===== src/rtl/baud_pkg.sv =====
package baud_pkg;

  typedef enum logic [1:0] {
    SRC_INT = 2'd0,
    SRC_PRE = 2'd1,
    SRC_RSV = 2'd2,
    SRC_EXT = 2'd3
  } src_e;

  localparam int unsigned POST_W = 4;

  // oversampling ratio as a count limit (ratio - 1)
  function automatic logic [POST_W-1:0] post_last(input logic over);
    return over ? POST_W'(7) : POST_W'(15);
  endfunction

  // divider terminal test: true once count has reached divisor - 1
  function automatic logic div_last(input logic [15:0] cnt, input logic [15:0] dv);
    return (dv > 16'd1) && (cnt >= (dv - 16'd1));
  endfunction

endpackage


===== src/rtl/baud_src_sel.sv =====
module baud_src_sel
  import baud_pkg::*;
#(
  parameter int unsigned PRE_DIV = 8
) (
  input  logic       clk,
  input  logic       rst_n,
  input  logic       restart,
  input  logic [1:0] src_sel,
  input  logic       ext_clk,
  output logic       src_tick,
  output logic       ext_sync
);

  logic pre_tick;
  logic ext_meta, ext_s2, ext_s3;
  logic ext_rise;

  generate
    if (PRE_DIV <= 1) begin : g_no_pre
      assign pre_tick = 1'b1;
    end else begin : g_pre
      localparam int unsigned PRE_W = $clog2(PRE_DIV);
      localparam logic [PRE_W-1:0] PRE_LAST = PRE_W'(PRE_DIV - 1);
      logic [PRE_W-1:0] pre_cnt;
      always_ff @(posedge clk or negedge rst_n) begin
        if (!rst_n)                 pre_cnt <= '0;
        else if (restart)           pre_cnt <= '0;
        else if (pre_cnt == PRE_LAST) pre_cnt <= '0;
        else                        pre_cnt <= pre_cnt + 1'b1;
      end
      assign pre_tick = (pre_cnt == PRE_LAST);
    end
  endgenerate

  always_ff @(posedge clk or negedge rst_n) begin
    if (!rst_n) begin
      ext_meta <= 1'b0;
      ext_s2   <= 1'b0;
      ext_s3   <= 1'b0;
    end else begin
      ext_meta <= ext_clk;
      ext_s2   <= ext_meta;
      ext_s3   <= ext_s2;
    end
  end

  assign ext_rise = ext_s2 & ~ext_s3;
  assign ext_sync = ext_s2;

  always_comb begin
    unique case (src_e'(src_sel))
      SRC_PRE: src_tick = pre_tick;
      SRC_EXT: src_tick = ext_rise;
      default: src_tick = 1'b1;
    endcase
  end

endmodule


===== src/rtl/baud_div.sv =====
module baud_div
  import baud_pkg::*;
#(
  parameter int unsigned DIV_W = 16
) (
  input  logic             clk,
  input  logic             rst_n,
  input  logic             restart,
  input  logic [DIV_W-1:0] divisor,
  input  logic             src_tick,
  output logic             samp_raw
);

  logic [DIV_W-1:0] cnt;
  logic             at_last;
  logic             bypass;

  assign bypass  = (divisor == DIV_W'(1));
  assign at_last = div_last(16'(cnt), 16'(divisor));

  always_ff @(posedge clk or negedge rst_n) begin
    if (!rst_n)                         cnt <= '0;
    else if (restart)                   cnt <= '0;
    else if (divisor <= DIV_W'(1))      cnt <= '0;
    else if (src_tick)                  cnt <= at_last ? '0 : cnt + 1'b1;
  end

  assign samp_raw = src_tick & (bypass | at_last);

endmodule


===== src/rtl/baud_post.sv =====
module baud_post
  import baud_pkg::*;
(
  input  logic clk,
  input  logic rst_n,
  input  logic restart,
  input  logic over,
  input  logic sync_mode,
  input  logic samp_tick,
  output logic bit_raw
);

  logic [POST_W-1:0] pcnt;
  logic              term;

  assign term = (pcnt >= post_last(over));

  always_ff @(posedge clk or negedge rst_n) begin
    if (!rst_n)                 pcnt <= '0;
    else if (restart || sync_mode) pcnt <= '0;
    else if (samp_tick)         pcnt <= term ? '0 : pcnt + 1'b1;
  end

  assign bit_raw = sync_mode ? samp_tick : (samp_tick & term);

endmodule


===== src/rtl/baud_tick_gen.sv =====
module baud_tick_gen
  import baud_pkg::*;
#(
  parameter int unsigned DIV_W   = 16,
  parameter int unsigned PRE_DIV = 8
) (
  input  logic             clk,
  input  logic             rst_n,
  input  logic [1:0]       src_sel,
  input  logic [DIV_W-1:0] divisor,
  input  logic             div_wr,
  input  logic             over,
  input  logic             sync_mode,
  input  logic             ext_clk,
  output logic             samp_tick,
  output logic             bit_tick
);

  logic run_q;
  logic src_tick;
  logic ext_sync;
  logic samp_raw;
  logic bit_raw;

  always_ff @(posedge clk or negedge rst_n) begin
    if (!rst_n) run_q <= 1'b0;
    else        run_q <= 1'b1;
  end

  baud_src_sel #(.PRE_DIV(PRE_DIV)) u_src (
    .clk      (clk),
    .rst_n    (rst_n),
    .restart  (div_wr),
    .src_sel  (src_sel),
    .ext_clk  (ext_clk),
    .src_tick (src_tick),
    .ext_sync (ext_sync)
  );

  baud_div #(.DIV_W(DIV_W)) u_div (
    .clk      (clk),
    .rst_n    (rst_n),
    .restart  (div_wr),
    .divisor  (divisor),
    .src_tick (src_tick),
    .samp_raw (samp_raw)
  );

  assign samp_tick = samp_raw & run_q & ~div_wr;

  baud_post u_post (
    .clk       (clk),
    .rst_n     (rst_n),
    .restart   (div_wr),
    .over      (over),
    .sync_mode (sync_mode),
    .samp_tick (samp_tick),
    .bit_raw   (bit_raw)
  );

  assign bit_tick = bit_raw;

endmodule


===== config.mk =====
export PLATFORM = sky130hd
export DESIGN_NAME = baud_tick_gen
export DESIGN_NICKNAME = d
export VERILOG_FILES = /design/src/rtl/baud_pkg.sv /design/src/rtl/baud_src_sel.sv /design/src/rtl/baud_div.sv /design/src/rtl/baud_post.sv /design/src/rtl/baud_tick_gen.sv
export SDC_FILE = /design/constraint.sdc
export NUM_CORES = 1
export LEC_CHECK = 0
export BUFFER_PORTS_ARGS = -buffer_cell sky130_fd_sc_hd__buf_2
export CORE_ASPECT_RATIO = 0.6
export CORE_MARGIN = 2
export CORE_UTILIZATION = 52
export CTS_CLUSTER_DIAMETER = 200
export CTS_CLUSTER_SIZE = 40
export DETAILED_ROUTE_END_ITERATION = 10
export GPL_ROUTABILITY_DRIVEN = 0
export PLACE_DENSITY = 0.86
export SLEW_MARGIN = 20
export SYNTH_ARGS = -nofsm -noshare
export SYNTH_HDL_FRONTEND = slang
export SYNTH_HIERARCHICAL = 1
export SYNTH_SLANG_ARGS = --single-unit

===== constraint.sdc =====
create_clock -name clk -period 4.1 [get_ports clk]
set_input_delay 0.205 -clock clk [delete_from_list [all_inputs] [get_ports clk]]
set_output_delay 0.205 -clock clk [all_outputs]
set_load 0.1 [all_outputs]

# After elaboration in Yosys (flattened, before gate mapping)
# Index checks and enable logic that the tools add are counted.
dict set report word_totals {
  register_bits 27
  wordCells 43
}
dict set report classes {
  add_sub_neg 4
  order_cmp 4
  n_eq_ne 4
  muxes 12
  bitwise_logic 8
  n_reduce_logical 4
}
# operator count
set ops {}
lappend ops {{2-to-1 mux 16 bit} 4}
lappend ops {{adder 16 x 1 -> 16 bit (second input constant)} 1}
lappend ops {{== test 16 x 1 -> 1 bit (second input constant)} 1}
lappend ops {{greater-or-equal comparator 16 bit} 1}
lappend ops {{> comparator 16 x 1 -> 1 bit (second input constant)} 1}
lappend ops {{<= comparator 16 x 1 -> 1 bit (second input constant)} 1}
lappend ops {{2-to-1 mux 4 bit} 4}
lappend ops {{subtractor 16 x 1 -> 16 bit (second input constant)} 1}
lappend ops {{2-to-1 mux 3 bit} 2}
lappend ops {{bitwise AND 1 bit} 5}
lappend ops {{adder 4 x 1 -> 4 bit (second input constant)} 1}
lappend ops {{greater-or-equal comparator 4 bit} 1}
lappend ops {{adder 3 x 1 -> 3 bit (second input constant)} 1}
lappend ops {{== test 3 bit (second input constant)} 1}
lappend ops {{nonzero test 3 bit} 1}
lappend ops {{== test 2 x 1 -> 1 bit (second input constant)} 1}
lappend ops {{== test 2 bit (second input constant)} 1}
lappend ops {{NOT 1 bit} 2}
lappend ops {{one-hot mux 1 bit (2 select lines)} 1}
lappend ops {{nonzero test 2 bit} 1}
lappend ops {{logical AND 1 bit} 1}
lappend ops {{logical OR 1 bit} 1}
lappend ops {{2-to-1 mux 1 bit} 1}
lappend ops {{bitwise OR 1 bit} 1}

# Logic depth before layout (Yosys ltp)
# Gate-level depths: netlist of the first run.
dict set report logic_depth {
  word_depth 9
  mapped_depth 17
  ltp_nobuf 17
}

# Cells and area by module
# Netlist of the first run, hierarchy kept.
# module instances cells_per_inst area_per_inst_um2 seq_area_each_um2
set modules_own_cells {}
lappend modules_own_cells {baud_div 1 174 1519.0 400.4}
lappend modules_own_cells {baud_post 1 29 270.3 100.1}
lappend modules_own_cells {baud_src_sel 1 14 209.0 150.1}
lappend modules_own_cells {baud_tick_gen 1 3 37.5 25.0}

# Least setup slack after synthesis of the first run
# Ideal clock, no wire load.
dict set report synth_timing {
  path_type {in2out}
  from {input divisor[7]}
  to {output bit_tick}
  t_arrival_ns 5.861
  required_ns 3.895
  path_slack_ns -1.966
  stages 16
  path_buffers 1
  path_cell_list {or4_1 or3_1 clkbuf_1 or2_2 nor4_1 xnor2_1 ha_1 nand4_1 or3_1 nor4_1 or3_1 a22oi_1 nor2_1 and3b_1 inv_1 a21oi_1}
}
dict set report synth_via {
  elab_chain_len 9
  word_cells_on_any_way 11
}
# element line_no
set synth_lines {}
lappend synth_lines {{start: declaration} baud_tick_gen.sv:10} ;# input logic [DIV_W-1:0] divisor,
lappend synth_lines {{subtractor 16 x 1 -> 16 bit} baud_pkg.sv:19} ;# return (dv > 16'd1) && (cnt >= (dv - 16'd1));
lappend synth_lines {{greater-or-equal comparator 16 bit} baud_pkg.sv:19}
lappend synth_lines {{logical AND 1 bit} baud_pkg.sv:19}
lappend synth_lines {{bitwise OR 1 bit (*)} baud_div.sv:28} ;# assign samp_raw = src_tick & (bypass | at_last);
lappend synth_lines {{bitwise AND 1 bit (*)} baud_div.sv:28}
lappend synth_lines {{named net samp_raw} baud_tick_gen.sv:22} ;# logic samp_raw;
lappend synth_lines {{bitwise AND 1 bit (*) (2 in series)} baud_tick_gen.sv:49} ;# assign samp_tick = samp_raw & run_q & ~div_wr;
lappend synth_lines {{named net samp_tick} baud_tick_gen.sv:15} ;# output logic samp_tick,
lappend synth_lines {{bitwise AND 1 bit} baud_post.sv:24} ;# assign bit_raw = sync_mode ? samp_tick : (samp_tick & term);
lappend synth_lines {{2-to-1 mux 1 bit (*)} baud_post.sv:24}
lappend synth_lines {{end: declaration} baud_tick_gen.sv:16} ;# output logic bit_tick
# The timed path passes the listed nets; every way through them passes the cells marked *.

# Worst setup path after layout of the first run
dict set report layout_timing {
  from {input divisor[7]}
  to {output bit_tick}
}
dict set report layout_via {
  elab_chain_len 9
  word_cells_on_any_way 11
}
# element line_no
set layout_lines {}
lappend layout_lines {{subtractor 16 x 1 -> 16 bit} baud_pkg.sv:19}
lappend layout_lines {{greater-or-equal comparator 16 bit} baud_pkg.sv:19}
lappend layout_lines {{logical AND 1 bit} baud_pkg.sv:19}
lappend layout_lines {{bitwise OR 1 bit (*)} baud_div.sv:28}
lappend layout_lines {{bitwise AND 1 bit (*)} baud_div.sv:28}
lappend layout_lines {{named net samp_raw} baud_tick_gen.sv:22}
lappend layout_lines {{bitwise AND 1 bit (*) (2 in series)} baud_tick_gen.sv:49}
lappend layout_lines {{bitwise AND 1 bit} baud_post.sv:24}
lappend layout_lines {{2-to-1 mux 1 bit (*)} baud_post.sv:24}
# Marks and branches as above.

==> flow_metrics.env, run 1 <==
export IMPL_path_clk_slew_ps=80
export IMPL_synthFlopType="dfrtp_1"
export IMPL_io_pins=26
export IMPL_top_usage_layer="met1"
export IMPL_vias=1819
export IMPL_grt_pass1_wl_microns=7576
export IMPL_syn_area_per_cell_sq_um=9.253
export IMPL_critPathTopFamily="simple AND/OR/NAND/NOR gates"
export IMPL_path_cells="buf_6 -> or4_4 -> or3_4 -> or2_4 -> nor4_4 -> xnor2_1 -> ha_1 -> a21o_1 -> a21o_1 -> a2111o_1 -> or3_4 -> a22oi_2 -> nor2_1 -> and3b_4 -> inv_4 -> a21oi_4 -> buf_12"
export IMPL_cpPeakStageDelay_ps=520
export IMPL_worstPathArrival_ps=3800
export IMPL_insertion_delay_ps=270
export IMPL_grt_max_degree=28
export IMPL_cts_root_buf="clkbuf_8"
export IMPL_synth_top_area_share_pct=33.19
export IMPL_fp_row_count=17
export IMPL_grt_ovfl_total=0
export IMPL_synthesis_nets=267
export IMPL_core_sq_mm=0.003701
export IMPL_synth_warnings=6
export IMPL_clock_fmax_ghz=0.2498
export IMPL_met3_usage_pct=5.039
export IMPL_endpoint_kind="output pin"
export IMPL_crit_slowest_cell="or4_4"
export IMPL_die_width_microns=84.78
export IMPL_htree_levels=1
export IMPL_synthTopCellsByArea="dfrtp_1 (33%), ha_1 (14%), xnor2_1 (7.7%)"
export IMPL_synthDistinctLibCells=46
export IMPL_min_path_cells=1
export IMPL_met2_usage_pct=30.97
export IMPL_crit_cells=17
export IMPL_grt_antenna_before_repair=0
export IMPL_cp_max_fo=5
export IMPL_fin_tns_setup_ps=0
export IMPL_via_per_inst=5.868
export IMPL_synth_edf_count=0
export IMPL_synth_seq_cells=27
export IMPL_dpl_hpwl_microns=3600
export IMPL_finalWorstSetupSlack_ps=96.19
export IMPL_worstRegToRegCells=12
export IMPL_hold_viol=0
export IMPL_diodes=0
export IMPL_grt_usage_pct=22.05
export IMPL_worst_path_buf_inv=3
export IMPL_cp_required_ps=3890
export IMPL_clkSinkCount=27
export IMPL_firstDrtPassIters=4
export IMPL_drive_gt1_share_pct=26.62
export IMPL_p_leak_uw=0.001102
export IMPL_initial_utilization_pct=55.00
export IMPL_netlist_top_cell_by_area="dfrtp_1"
export IMPL_die_area_sq_mm=0.004448
export IMPL_ir_worst_vdd_uv=190.9
export IMPL_synth_seq_area_share_pct=33.19
export IMPL_min_delay_path_class="in2reg"
export IMPL_outcome="completed"
export IMPL_numCtsBuffers=3
export IMPL_synth_area_sq_mm=0.002036
export IMPL_cts_tree="done"
export IMPL_layout_commonest_cell="dfrtp_1"
export IMPL_nets=311
export IMPL_fin_crit_sh_pct=97.65
export IMPL_globalRouteMet1Util_pct=35.01
export IMPL_stdcell_count=310
export IMPL_relSlewSlack_pct=32.61
export IMPL_critPathKind="in2out"
export IMPL_totalWireLength_microns=4614
export IMPL_synth_async_reset_ratio_pct=100.0
export IMPL_worst_slew_pin_slew_ps=985.3
export IMPL_most_common_layout_cells="dfrtp_1 (27), nand2_1 (23), ha_1 (23)"
export IMPL_grt_pass1_vias=1576
export IMPL_drv_slew=0
export IMPL_rsz0062_at_grt="yes"
export IMPL_clockBufferDepth=2
export IMPL_synthCells=220
export IMPL_drt_iter0_markers=121
export IMPL_place_inst=304
export IMPL_skew_ps=6.791
export IMPL_die_y_microns=52.47
export IMPL_syn_to_final_growth_pct=23.42
export IMPL_cp_start_kind="input pin"
export IMPL_p_per_area_mw_per_mm2=205.3
export IMPL_drtAntennaViolNets=0
export IMPL_pre_cts_ws_ps=-197.5
export IMPL_period_minus_slack_ps=4004
export IMPL_finalSetupViolCount=0
export IMPL_wl_per_cell_microns=14.88
export IMPL_cap_violations=0
export IMPL_portBuffers=25
export IMPL_drc_errors=0
-- final timing paths --
path / from / endpoint / slack (ps)
worst min register to register: u_src/ext_meta / u_src/ext_sync / 360
worst min-delay path: ext_clk / u_src/ext_meta / 40
worst max register to register: u_div/cnt[0] / u_post/pcnt[0] / 920
worst max-delay path: divisor[7] / bit_tick / 100
max in group asynchronous: rst_n / u_div/cnt[0] / 3240
min in group asynchronous: rst_n / u_div/cnt[11] / 460
-- cells in the mapped netlist, types with 4 or more instances --
| cell type | n |
|---|---|
| dfrtp_1 | 27 |
| ha_1 | 23 |
| nand2_1 | 23 |
| nor2_1 | 21 |
| nand3_1 | 18 |
| xnor2_1 | 18 |
| nor3_1 | 10 |
| inv_1 | 8 |
| o311ai_0 | 8 |
| a21oi_1 | 6 |
| a21o_1 | 4 |
| nand4_1 | 4 |
-- cell type report --
class	count	area (sq um)
timing repair buffer	41	275.3
tap	47	58.81
sequential	27	675.6
inverter	8	32.53
fill	281	1189
multi-input combinational	183	1425
clock buffer	4	45.04
-- state kept, by name, summed over array words and instances, names as in the netlist --
signal,flops
u_div/cnt,16
u_post/pcnt,4
u_src/g_pre.pre_cnt,3
run_q,1
u_src/ext_meta,1
u_src/ext_s3,1
u_src/ext_sync,1
-- worst register-to-register path, stage by stage (launching register included) --
cell,delay (ps)
dfrtp_1,410
inv_1,60
ha_1,260
nand2b_1,140
a2111oi_0,880
nor4_4,110
or3_4,380
a22oi_2,130
nor2_1,70
and3b_4,220
nor3b_2,160
a22oi_1,200
nor3_1,80
-- power breakdown --
part / internal, uW / switching, uW
clock network: 69.6 / 78.5
logic: 37.8 / 52.4
registers: 273 / 4.83
total: 380 / 136
-- stage by stage --
step           power (uW)  cell area [sq um]  util [%]  hold WS [ps]
2_1_floorplan       326.3               2092         -        -90.59
3_3_place_gp        363.0               2365     63.89         236.2
3_5_place_dp        366.3               2365     63.89         244.5
4_1_cts             513.4               2442     65.99         33.71
5_1_grt             544.0               2512     67.88         25.95
6_report            515.9               2512     67.88         36.79
-- cell families after synthesis --
kind of cell	share of synthesized area (%)
xor+xnor	8.605
flops	33.19
compound gates	12.54
buf+inv	2.213
fa+ha+maj	14.14
other cells	0.1842
simple gates	29.13
-- per-layer routing --
layer	share of wire [%]	routed length [microns]
met1	51	2372
met5	0	0
met3	6.6	303
met2	42	1926
met4	0.24	11
-- repair_timing --
item | in CTS | in global routing
resized for setup | 6 | 12
cloned | 0 | 0
hold endpoints to repair | 27 | 0
setup buffers | 0 | 1
hold buffers | 1 | 0
endpoints found under the setup margin | 2 | 2
pin swaps | 6 | 7
No activity file was read; power rests on OpenSTA's default activity.
==> inputs of run 2 (changes only) <==
==> constraint.sdc (replaced) <==
create_clock -name clk -period 4.1 [get_ports clk]
set_input_delay 0.82 -clock clk [delete_from_list [all_inputs] [get_ports clk]]
set_output_delay 0.82 -clock clk [all_outputs]
set_load 0.1 [all_outputs]
==> run 2 against run 1 <==
The flow now finishes with violations (setup timing). Highest routed layer unchanged. Largest cell class unchanged. Global-route usage grew 4.6 points. Count of clock-buffer cells in the layout stayed put. Worst hold slack improved by 320 ps.
==> flow_metrics.env, run 2 (synthesis gave the netlist of run 1 again) <==
export IMPL_outcome="complete, but fails checks"
export IMPL_violations="setup timing"
export IMPL_drv_slew=0
export IMPL_clock_fmax_ghz=0.1822
export IMPL_cts_tree="done"
export IMPL_design_area_sq_mm=0.002783
export IMPL_htree_levels=1
export IMPL_clockBufferDepth=2
export IMPL_cp_max_fo=3
export IMPL_cap_violations=0
export IMPL_firstDrtPassIters=5
export IMPL_syn_to_final_growth_pct=36.69
export IMPL_worst_slew_pin_slew_ps=593.9
export IMPL_grt_ovfl_total=0
export IMPL_fp_row_count=17
export IMPL_die_width_microns=84.78
export IMPL_cts_hold_buf=0
export IMPL_die_area_sq_mm=0.004448
export IMPL_top_regs="u_div/cnt (16), u_post/pcnt (4), u_src/g_pre.pre_cnt (3)"
export IMPL_period_minus_slack_ps=5488
export IMPL_layout_commonest_cell="buf_4"
export IMPL_drc_errors=0
export IMPL_grt_max_degree=28
export IMPL_p_per_area_mw_per_mm2=194.3
export IMPL_endpoint_kind="output pin"
export IMPL_vias=2158
export IMPL_dpl_hpwl_microns=3736
export IMPL_nets=335
export IMPL_wl_per_cell_microns=19.35
export IMPL_min_path_cells=0
export IMPL_rsz0062_at_grt="yes"
export IMPL_timing_rr_start="u_div/cnt[0]"
export IMPL_drive_gt1_share_pct=36.93
export IMPL_die_y_microns=52.47
export IMPL_grt_usage_pct=26.65
export IMPL_finalSetupViolCount=22
export IMPL_cts_root_buf="clkbuf_8"
export IMPL_ir_worst_vdd_uv=191.5
export IMPL_worstRegToRegCells=11
export IMPL_endpoint="bit_tick"
export IMPL_grt_pass1_wl_microns=9190
export IMPL_hold_path_startpoint="u_src/ext_meta"
export IMPL_via_per_inst=6.461
export IMPL_portBuffers=25
export IMPL_reg2reg_setup_slack_ps=910
export IMPL_path_cells="buf_2 -> or4_4 -> or3_4 -> or2_4 -> buf_6 -> nor3_4 -> xnor2_1 -> ha_1 -> nand4_1 -> or3_4 -> nor4_4 -> or3_4 -> a22oi_2 -> nor2_1 -> and3b_4 -> inv_4 -> a21oi_4 -> buf_12"
export IMPL_cp_start_kind="input pin"
export IMPL_drt_iter0_markers=364
export IMPL_insertion_delay_ps=270
export IMPL_grt_pass1_vias=1897
export IMPL_fin_crit_sh_pct=133.8
export IMPL_numCtsBuffers=3
export IMPL_totalWireLength_microns=6462
export IMPL_path_clk_slew_ps=80
export IMPL_io_pins=26
export IMPL_critPathKind="in2out"
export IMPL_worstPathArrival_ps=4670
export IMPL_crit_slowest_cell="or4_4"
export IMPL_min_delay_path_class="reg2reg"
export IMPL_cpPeakStageDelay_ps=510
export IMPL_initial_utilization_pct=55.00
export IMPL_largest_reg_flops=16
export IMPL_diodes=0
export IMPL_skew_ps=8.410
export IMPL_cp_startpoint="divisor[6]"
export IMPL_core_sq_mm=0.003701
export IMPL_holdWs_ps=352.8
export IMPL_grt_antenna_before_repair=0
export IMPL_place_area_sq_mm=0.002480
export IMPL_finalWorstSetupSlack_ps=-1388
export IMPL_relSlewSlack_pct=59.38
export IMPL_p_leak_uw=0.001228
export IMPL_hold_viol=0
export IMPL_top_register="u_div/cnt"
export IMPL_most_common_layout_cells="buf_4 (37), dfrtp_1 (27), nand2_1 (23), ha_1 (23), buf_2 (22)"
export IMPL_cp_required_ps=3280
export IMPL_reg2reg_to="u_div/cnt[6]"
export IMPL_clkSinkCount=27
export IMPL_drtAntennaViolNets=0
export IMPL_path_common_cell="or3_4"
run 2: cell count changes in the layout (fill, tap and decap cells not counted), sizes merged:
cell,previous run,this run
nand2,23,24
buf,40,64
dlygate4sd3,1,0
run 2: layer usage:
metal / global-route usage (%) / vias to the layer above / routed length [microns] / share of wire, %
li1: - / 952 / - / -
met5: 0 / - / 0 / 0
met2: 41.73 / 156 / 2779 / 43
met3: 5.512 / 49 / 610 / 9.4
met1: 38.67 / 1001 / 2736 / 42
met4: 4.762 / 0 / 335 / 5.2
run 2: worst min-delay path by stage:
stage	to	slack (ps)
5_1_grt	u_src/ext_sync	380
6_report	u_src/ext_sync	350
4_1_cts	u_src/ext_sync	350
3_5_place_dp	u_src/ext_sync	330
3_3_place_gp	u_src/ext_sync	330
2_1_floorplan	u_src/ext_sync	330
run 2: critical path: cells and delay by family:
kind	cells	cell delay, ps
simple gates	10	2760
xor+xnor	1	120
compound gates	2	170
fa+ha+maj	1	310
buf+inv	4	470
run 2: what timing repair did:
item                       in CTS  in global routing
gates cloned                    1                  0
setup endpoints to repair      21                 22
pin swaps                      17                 16
setup buffers                   4                  6
resized for setup              27                 17
run 2: report_power, final:
part           switching, uW  leakage [uW]  internal (uW)
Clock                   79.4     0.0000228           69.6
Combinational           62.9      0.000841           50.3
Sequential              5.51      0.000364            273
run 2: layout make-up:
cell class / count / area [sq um]
multi-input cells: 184 / 1493
fillers: 229 / 918.4
flip-flops and latches: 27 / 675.6
repair buffers: 64 / 478.0
well taps: 47 / 58.81
clock buffers: 4 / 45.04
inverters: 8 / 32.53
run 2: stage by stage:
stage,TNS (ps),power (uW),cells,setup WS (ps),utilization (%)
6_report,-10020,540.6,334,-1388,75.19
5_1_grt,-12490,568.5,334,-1460,75.19
4_1_cts,-3830,532.0,328,-1090,71.60
3_5_place_dp,-13870,379.9,320,-1436,67.00
3_3_place_gp,-12240,375.7,320,-1367,67.00
2_1_floorplan,-11180,326.3,220,-1434,-
